[src/rtl/cla_pkg.sv]
package cla_pkg;
  localparam int unsigned SLICE_BITS = 4;

  typedef struct packed {
    logic gen;
    logic prop_or;
    logic prop_xor;
  } bit_terms_t;
endpackage

[src/rtl/cla_bit_terms.sv]
module cla_bit_terms
  import cla_pkg::*;
(
  input  logic       op_x,
  input  logic       op_y,
  output bit_terms_t terms
);
  always_comb begin
    terms.gen      = op_x & op_y;
    terms.prop_or  = op_x | op_y;
    terms.prop_xor = op_x ^ op_y;
  end
endmodule

[src/rtl/cla_lookahead4.sv]
module cla_lookahead4 (
  input  logic [3:0] gen,
  input  logic [3:0] prop,
  input  logic       c_base,
  output logic [4:1] c_out
);
  // Every carry is formed straight from c_base; none waits on a lower carry.
  always_comb begin
    c_out[1] = gen[0] | (prop[0] & c_base);
    c_out[2] = gen[1] | (prop[1] & gen[0]) | (prop[1] & prop[0] & c_base);
    c_out[3] = gen[2] | (prop[2] & gen[1]) | (prop[2] & prop[1] & gen[0])
             | (prop[2] & prop[1] & prop[0] & c_base);
    c_out[4] = gen[3] | (prop[3] & gen[2]) | (prop[3] & prop[2] & gen[1])
             | (prop[3] & prop[2] & prop[1] & gen[0])
             | (prop[3] & prop[2] & prop[1] & prop[0] & c_base);
  end
endmodule

[src/rtl/cla_slice4.sv]
module cla_slice4
  import cla_pkg::*;
#(
  parameter bit CARRY_USES_XOR = 1'b0
) (
  input  logic [SLICE_BITS-1:0] x,
  input  logic [SLICE_BITS-1:0] y,
  input  logic                  c_enter,
  output logic [SLICE_BITS-1:0] s,
  output logic                  c_leave
);
  bit_terms_t [SLICE_BITS-1:0] terms;
  logic [SLICE_BITS-1:0] gen_v, prop_carry, prop_sum;
  logic [SLICE_BITS:1]   c_int;
  logic [SLICE_BITS-1:0] c_into;

  for (genvar i = 0; i < SLICE_BITS; i++) begin : g_bit
    cla_bit_terms u_terms (.op_x(x[i]), .op_y(y[i]), .terms(terms[i]));
    assign gen_v[i]    = terms[i].gen;
    assign prop_sum[i] = terms[i].prop_xor;
    if (CARRY_USES_XOR) begin : g_px
      assign prop_carry[i] = terms[i].prop_xor;
    end else begin : g_po
      assign prop_carry[i] = terms[i].prop_or;
    end
  end

  cla_lookahead4 u_la (
    .gen(gen_v), .prop(prop_carry), .c_base(c_enter), .c_out(c_int)
  );

  assign c_into  = {c_int[SLICE_BITS-1:1], c_enter};
  // The sum must use the XOR-form propagate whatever the carry logic uses.
  assign s       = prop_sum ^ c_into;
  assign c_leave = c_int[SLICE_BITS];
endmodule

[src/rtl/cla_adder.sv]
module cla_adder
  import cla_pkg::*;
#(
  parameter int unsigned WIDTH          = 16,
  parameter bit          CARRY_USES_XOR = 1'b0
) (
  input  logic [WIDTH-1:0] a_in,
  input  logic [WIDTH-1:0] b_in,
  input  logic             carry_in,
  output logic [WIDTH-1:0] sum_out,
  output logic             carry_out
);
  localparam int unsigned NSLICE = WIDTH / SLICE_BITS;

  logic [NSLICE:0] slice_c;
  assign slice_c[0] = carry_in;

  for (genvar k = 0; k < NSLICE; k++) begin : g_slice
    cla_slice4 #(.CARRY_USES_XOR(CARRY_USES_XOR)) u_slice (
      .x      (a_in[k*SLICE_BITS +: SLICE_BITS]),
      .y      (b_in[k*SLICE_BITS +: SLICE_BITS]),
      .c_enter(slice_c[k]),
      .s      (sum_out[k*SLICE_BITS +: SLICE_BITS]),
      .c_leave(slice_c[k+1])
    );
  end

  assign carry_out = slice_c[NSLICE];
endmodule

[config.mk]
export PLATFORM = sky130hd
export DESIGN_NAME = cla_adder
export DESIGN_NICKNAME = d
export VERILOG_FILES = /design/src/rtl/cla_pkg.sv /design/src/rtl/cla_bit_terms.sv /design/src/rtl/cla_lookahead4.sv /design/src/rtl/cla_slice4.sv /design/src/rtl/cla_adder.sv
export SDC_FILE = /design/constraint.sdc
export NUM_CORES = 1
export LEC_CHECK = 0
export ABC_AREA = 1
export CAP_MARGIN = 25
export CORE_MARGIN = 4
export CORE_UTILIZATION = 50
export DETAILED_ROUTE_END_ITERATION = 8
export DONT_BUFFER_PORTS = 1
export PLACE_DENSITY = 0.68
export SLEW_MARGIN = 20
export SYNTH_ARGS = -nofsm -noshare
export SYNTH_HDL_FRONTEND = slang
export SYNTH_HIERARCHICAL = 1
export SYNTH_SLANG_ARGS = --single-unit
[constraint.sdc]
create_clock -name vclk -period 1.55
set_input_delay 0.0775 -clock vclk [all_inputs]
set_output_delay 0.0775 -clock vclk [all_outputs]
set_load 0.05 [all_outputs]
==> impl.org, run 1 <==
** Floorplanning
- Core ar. :: 0.00225 mm2
- Rows :: 17
- For this configuration, the core starts out at a cell density of 0.531.
- In this run the horizontal extent of the chip is 56.9 um.
- Die span in y :: 56.9 um
- 50 I/O pins were placed.
- The die covers 0.00324 mm2.

** Place
- Prior to clock tree synthesis, the placed netlist has a worst setup slack of -0.229 ns.
- Once detailed placement completed, the half-perimeter wirelength came to 1900 um.
- During placement, the flow inserted port buffers numbering 0.
- Routability-driven placement finished with a final weighted congestion of 0.762.

** Yosys
- Sequential area share after synthesis :: 0
- After synthesis, the cell types taking the most area are sky130_fd_sc_hd__ha_1 (33%), sky130_fd_sc_hd__inv_1 (30%), sky130_fd_sc_hd__nand2_1 (30%), sky130_fd_sc_hd__nor2_1 (2.5%), sky130_fd_sc_hd__or2_0 (2.1%).
- Of the total synthesized cell area, the portion taken by full adders, half adders and majority gates is 0.335.
- Biggest area consumer among synthesized cells :: sky130_fd_sc_hd__ha_1
- By count the netlist is led by sky130_fd_sc_hd__inv_1 (96), sky130_fd_sc_hd__nand2_1 (96), sky130_fd_sc_hd__ha_1 (32), sky130_fd_sc_hd__nor2_1 (8).
- Summing every instance area after synthesis gives 0.00120 mm2.
- For this run, the number of Yosys warnings is 6.
- Dividing the synthesized area by the synthesized cell count gives 4.98 um2.
- Complex-gate fraction of the synthesized area :: 0.0167
- Area fraction in and, or, nand and nor cells after synthesis :: 0.347
- By area, the combinational part of the netlist is dominated by simple AND/OR/NAND/NOR gates.
- Synth unique cells :: 6
- Xor and xnor area share after synthesis :: 0
- The share of synthesized area in the top cell type comes to 0.335.
- After technology mapping, the gate count stands at 240.
- The number of nets in the synthesized netlist is 305.
- Mux contribution to synthesized area :: 0

** Setup path
- Of all nets on the critical path, the largest fanout is 4.
- Slowest-stage cell, CP :: sky130_fd_sc_hd__or2_0
- Category of cells accounting for the largest share of critical-path delay :: simple AND/OR/NAND/NOR gates
- Worst setup path start :: b_in[3]
- Required time worst endpoint :: 1.47 ns
- Most frequent cell on the critical path :: sky130_fd_sc_hd__nand2_2
- STA classifies the critical path startpoint as an input port.
- The critical path is of the in2out type.
- Cell breakdown of the critical path :: clkinv_16 -> ha_4 -> inv_2 -> or2_0 -> nand2_1 -> nand2_1 -> nand2_1 -> nand2_2 -> nand2_1 -> nand2_2 -> nand2_2 -> nand2_2 -> nand2_2 -> nand2_2 -> nand2_2 -> nand2_4 -> buf_4 -> inv_2 -> nand2_2 -> nand2_4
- Buffering stage count on the worst path with inverters included :: 4
- Nature of the critical path endpoint :: output port
- Slowest stage delay, CP :: 0.21 ns
- STA puts the critical path data arrival time at 1.60 ns.

** Timing
- Of the available clock period, the critical path in the final layout requires 1.08.
- Min Clock Period, post-route :: 1.68 ns
- Count of endpoints failing hold in the final timing report :: 0
- Derived from the worst setup path, the maximum achievable clock frequency is 596 MHz.
- Setup violations remaining at the end of the flow were counted as 6.
- The count of final max-slew check failures came to 0.
- Worst Tran Pin Value :: 0.473 ns
- Headroom to the max-slew limit came out at 0.684.
- Setup repair after global routing could not meet its margin everywhere.
- Final worst-path setup slack :: -0.129 ns

** Global routing
- Pin count of the biggest net entering global routing :: 6
- Number of antenna violations at the first check in global routing :: 0
- Vias in the first global route :: 1018
- Global route total overflow :: 0
- Global-route usage over all layers :: 0.130
- Global-route wire length before repair :: 3710 um

** Pwr
- IR drop worst, VDD :: 0.000321 V
- For this design the ratio of total power to cell area is 496 mW/mm2.
- Power, Total :: 0.818 mW
- Summed over all cells, the static leakage comes to 1.15 nW.

** Routing
- After detailed routing, the total wire length is 2200 um.
- The final route contains 1190 vias.
- The detailed router finished its first iteration with 22 violations.
- Average vias per placed instance :: 4.22
- The first detailed-routing pass ran for 4 iterations.
- DR WL/cell :: 7.81 um
- Once detail routing completed, the nets flagged for antenna violations numbered 0.
- For this run, design rule violations remaining after detail routing come to 0.

** Final layout
- In the final layout, the share of cells above drive strength 1 is 0.280.
- Multi-input gate area in the final layout :: 0.00103 mm2
- The design has 0 sequential cells.
- Area growth from synthesis to layout :: 37.8%
- The layout has 208 filler cells.
- 0 antenna diodes ended up in the layout.
- Count of nets after finishing :: 321
- The sequential cells in the finished layout cover a total of 0 um2.
- Fraction of the core area covered by cells at the end of the flow :: 0.731
- After layout, the clock buffer instance count stands at 0.

** Hold path
- In this run the worst hold path is classified as in2out.
- Launch instance of the worst min-delay path :: carry_in

** Status
- Run status :: finished, violations left
- Violated checks :: negative setup slack

** Flow run
- The tool flagged a number of max-cap violations equal to 0.
[worst paths after layout]
check | end | slack, ns | depth (start not counted)
max | sum_out[13] | -0.13 | 20
min | sum_out[0] | 0.49 | 2
[per-layer routing]
layer  global-route usage  vias to the layer above  part of all wire
li1                     -                      675                 -
met4                    0                        0                 0
met5                    0                        -                 0
met3              0.00690                        0             0.066
met2                0.250                       23              0.52
met1                0.167                      492              0.41
[area by class of cell]
class,count,share of cell area
multi-input combinational,144,0.626
inverter,96,0.259
timing repair buffer,14,0.0942
tap,28,0.0213
[cell families (layout without fill, tap and decap cells)]
group	count (synthesis)	count (layout)
AOI/OAI and AO/OA	4	4
adders and majority gates	32	32
buffers and inverters	96	110
and+or+nand+nor	108	108
[timing repair]
| action | 4_1_cts | 5_1_grt |
|---|---|---|
| gates resized for setup | 14 | 28 |
| buffers inserted | 5 | 2 |
| setup endpoints to repair | 4 | 11 |
| cloned | 0 | 0 |
| hold buffers | 0 | 0 |
| pin swaps | 18 | 27 |
[through the flow]
| step | hold slack, ns | cells | setup TNS (ns) | area, um2 |
|---|---|---|---|---|
| 6_report | 0.486 | 282 | -0.442 | 1650 |
| 5_1_grt | 0.505 | 282 | -1.46 | 1650 |
| 4_1_cts | 0.491 | 282 | -0.444 | 1560 |
| 3_5_place_dp | 0.491 | 277 | -0.611 | 1480 |
| 3_3_place_gp | 0.488 | 277 | -0.501 | 1480 |
| 2_1_floorplan | 0.480 | 240 | -0.326 | 1330 |
[layout by cell type (no fill, tap or decap), drive strengths merged]
cell,count
clkinv,1
ha,32
a21oi,4
or2,4
nor2,8
buf,14
nand2,96
inv,95
[report_power, final]
group / switching [mW] / internal (mW) / total [mW]
combinational: 0.536 / 0.282 / 0.818
sequential: 0 / 0 / 0
clock: 0 / 0 / 0
No activity file was read; power rests on OpenSTA's default activity.
==> run 2: changes to the inputs <==
--- a/config.mk
+++ b/config.mk
@@ -11,7 +11,6 @@
 export CORE_UTILIZATION = 50
 export DETAILED_ROUTE_END_ITERATION = 8
 export DONT_BUFFER_PORTS = 1
-export PLACE_DENSITY = 0.68
 export SLEW_MARGIN = 20
 export SYNTH_ARGS = -nofsm -noshare
 export SYNTH_HDL_FRONTEND = slang
==> constraint.sdc (replaced) <==
create_clock -name vclk -period 2.1
set_input_delay 0.21 -clock vclk [all_inputs]
set_output_delay 0.21 -clock vclk [all_outputs]
set_load 0.05 [all_outputs]
==> run 2 against run 1 <==
The flow now finishes without violations; via count rose by 2.8%; non-clock buffer count unchanged; final cell count unchanged; critical path depth is 1 higher; flip-flop and latch count unchanged; sequential share of layout area is the same; wire length rose by 7.1%; critical path type unchanged; largest cell class unchanged.
==> impl.org, run 2 (synthesis results as in run 1) <==
** Timing
- Minimum hold slack :: 0.753 ns (was 0.486 ns)
- The count of final hold-check violations is 0 (unchanged).
- Min Clock Period, post-route :: 1.99 ns
- In the finished design, the share of the clock period the worst path needs comes to 0.947.
- Final setup vio count :: 0 (was 6)
- The headroom to the max-slew limit was 0.679 (was 0.684).
- The count of final max-slew check failures was 0 (unchanged).
- The pin slew with the least headroom to its limit is 0.480 ns (was 0.473 ns).
- Max Clk Rate :: 503 MHz

** Flow run
- The number of maximum-capacitance violations came to 0 (unchanged).

** Pwr
- The share of total power consumed by net switching came to 0.670 (was 0.655).
- Logic pwr share :: 1.000 (about the same)
- Internal Power :: 0.187 mW (was 0.282 mW)
- The register share of total power came to 0 (about the same).
- Power density relative to cell area :: 377 mW/mm2 (was 496 mW/mm2)
- The clock network fraction of design power came to 0 (about the same).
- The leakage power of the design was 1.12 nW (was 1.15 nW).
- Net switching power :: 0.380 mW (was 0.536 mW)
- The worst ir drop on vdd is 0.000244 V (was 0.000321 V).

** Global routing
- The via count of the first global-routing pass is 1145 (was 1018).
- Global-route wire length before repair :: 3870 um (was 3710 um)
- The initial antenna violation count is 0 (unchanged).
- Pin count of the biggest net entering global routing :: 6 (unchanged)
- Global route total overflow :: 0 (unchanged)
- The global routing usage summed across all routing layers is 0.135 (was 0.130).

** Floorplanning
- The full die area came to 0.00324 mm2 (unchanged).
- The y dimension of the die came to 56.9 um (unchanged).
- Starting density of the core :: 0.531 (unchanged)
- The core box area was 0.00225 mm2 (unchanged).
- Die X-Extent :: 56.9 um (unchanged)
- The I/O pin count is 50 (unchanged).
- Rows :: 17 (unchanged)

** Hold path
- The classification of the worst-slack hold path is in2out (unchanged).
- Launch instance of the worst min-delay path :: carry_in (unchanged)

** Place
- The placed cell count came to 277 (unchanged).
- Area after detailed placement :: 0.00136 mm2 (was 0.00148 mm2)
- The routability congestion estimate from global placement came to 0.748 (was 0.762).
- Half-perimeter wire length after placement :: 2010 um (was 1900 um)
- Number of buffers added on ports :: 0 (unchanged)

** Final layout
- Number of clock-tree buffers in the layout :: 0 (unchanged)
- Final Cell Area :: 0.00150 mm2 (was 0.00165 mm2)
- Final non-filler cell total :: 282 (unchanged)
- Most common library cell in the layout ignoring fill and taps :: sky130_fd_sc_hd__inv_1 (unchanged)
- Fraction of the core area covered by cells at the end of the flow :: 0.666 (was 0.731)
- The antenna diode instance count came to 0 (unchanged).
- The fraction of final layout cells sized beyond drive strength 1 was 0.197 (was 0.280).
- Count of nets after finishing :: 321 (unchanged)
- Commonest cells after routing, fill and taps aside :: sky130_fd_sc_hd__inv_1 (84), sky130_fd_sc_hd__nand2_1 (77), sky130_fd_sc_hd__ha_1 (27) (was sky130_fd_sc_hd__inv_1 (81), sky130_fd_sc_hd__nand2_1 (60), sky130_fd_sc_hd__nand2_2 (28))
- Area growth from synthesis to layout :: 25.5% (was 37.8%)
- The area of all sequential standard cells is 0 um2 (unchanged).
- The final sequential cell count is 0 (unchanged).

** Status
- Run status :: completed (was finished, violations left)

** Setup path
- Max Fanout on Critical Path :: 5 (was 4)
- The critical setup path kind was in2out (unchanged).
- The launching element type of the critical path is an input port (unchanged).
- The required time at the endpoint of the critical path came to 1.89 ns (was 1.47 ns).
- The arrival time of data at the critical path endpoint is 1.78 ns (was 1.60 ns).
- The critical path startpoint is b_in[2] (was b_in[3]).
- The endpoint kind of the worst setup timing path is an output port (unchanged).

** Routing
- Drt first pass iters :: 4 (unchanged)
- The routed via count is 1223 (was 1190).
- The detailed-route wire length per cell came to 8.37 um (was 7.81 um).
- Average vias per placed instance :: 4.34 (was 4.22)
- Final antenna-violating net count :: 0 (unchanged)
- The routed wire length came to 2360 um (was 2200 um).
- The post-detailed-route DRC marker count is 0 (unchanged).
- The count of routing violations after the opening detailed-route iteration came to 23 (was 22).

** Clock network
- The hold buffer count at cts is 0 (unchanged).
[run 2: changes by cell type in the layout (fill, tap and decap cells not counted), sizes merged]
cell    change
inv         +1
clkinv      -1
[run 2: final timing paths]
check,cells after the start,endpoint,slack [ns]
max,21,sum_out[15],0.11
min,2,sum_out[0],0.75
[run 2: layout make-up]
| cell class | instances | area [um2] |
|---|---|---|
| inverter | 96 | 365 |
| fill | 222 | 753 |
| tap | 28 | 35.0 |
| multi-input combinational | 144 | 946 |
| timing repair buffer | 14 | 155 |
[run 2: per-stage QoR]
step | TNS [ns] | total power [mW] | setup slack [ns]
2_1_floorplan | -0.0339 | 0.397 | -0.0339
3_3_place_gp | -0.0149 | 0.503 | -0.0149
3_5_place_dp | -0.151 | 0.514 | -0.0827
4_1_cts | 0 | 0.525 | 0.00318
5_1_grt | -0.0647 | 0.621 | -0.0324
6_report | 0 | 0.567 | 0.112
[run 2: timing repair]
item                                    CTS  global route
pin swaps                                 2            27
gates resized for setup                   7            33
endpoints found under the setup margin    2             6
setup buffers                             0             5
[run 2: power groups by stage]
stage / Clock [mW] / Sequential (mW) / Combinational, mW
after floorplan: 0 / 0 / 0.397
after global routing: 0 / 0 / 0.621
after CTS: 0 / 0 / 0.525
after global placement: 0 / 0 / 0.503
final: 0 / 0 / 0.567
after detailed placement: 0 / 0 / 0.514
[run 2: routing by layer]
metal  wire length (um)  share of wire  vias to the layer above  GRT usage
met1                912           0.39                      521      0.143
li1                   -              -                      677          -
met5                  0              0                        -          0
met4                  0              0                        0    0.00993
met3                134          0.057                        0     0.0115
met2               1310           0.56                       25      0.287
[run 2: critical path, cell delays in order]
cell and delay (ns):
sky130_fd_sc_hd__inv_2 0.03, sky130_fd_sc_hd__ha_4 0.16, sky130_fd_sc_hd__inv_4 0.05, sky130_fd_sc_hd__nand2_2 0.05, sky130_fd_sc_hd__nor2_1 0.09, sky130_fd_sc_hd__nand2_1 0.07, sky130_fd_sc_hd__nand2_2 0.06, sky130_fd_sc_hd__nand2_1 0.05
sky130_fd_sc_hd__nand2_1 0.08, sky130_fd_sc_hd__nand2_1 0.06, sky130_fd_sc_hd__nand2_2 0.07, sky130_fd_sc_hd__nand2_1 0.05, sky130_fd_sc_hd__nand2_1 0.08, sky130_fd_sc_hd__nand2_1 0.07, sky130_fd_sc_hd__nand2_2 0.08, sky130_fd_sc_hd__nand2_2 0.07
sky130_fd_sc_hd__nand2_4 0.09, sky130_fd_sc_hd__nand2_2 0.06, sky130_fd_sc_hd__nand2_2 0.07, sky130_fd_sc_hd__nand2_2 0.07, sky130_fd_sc_hd__nand2_4 0.15
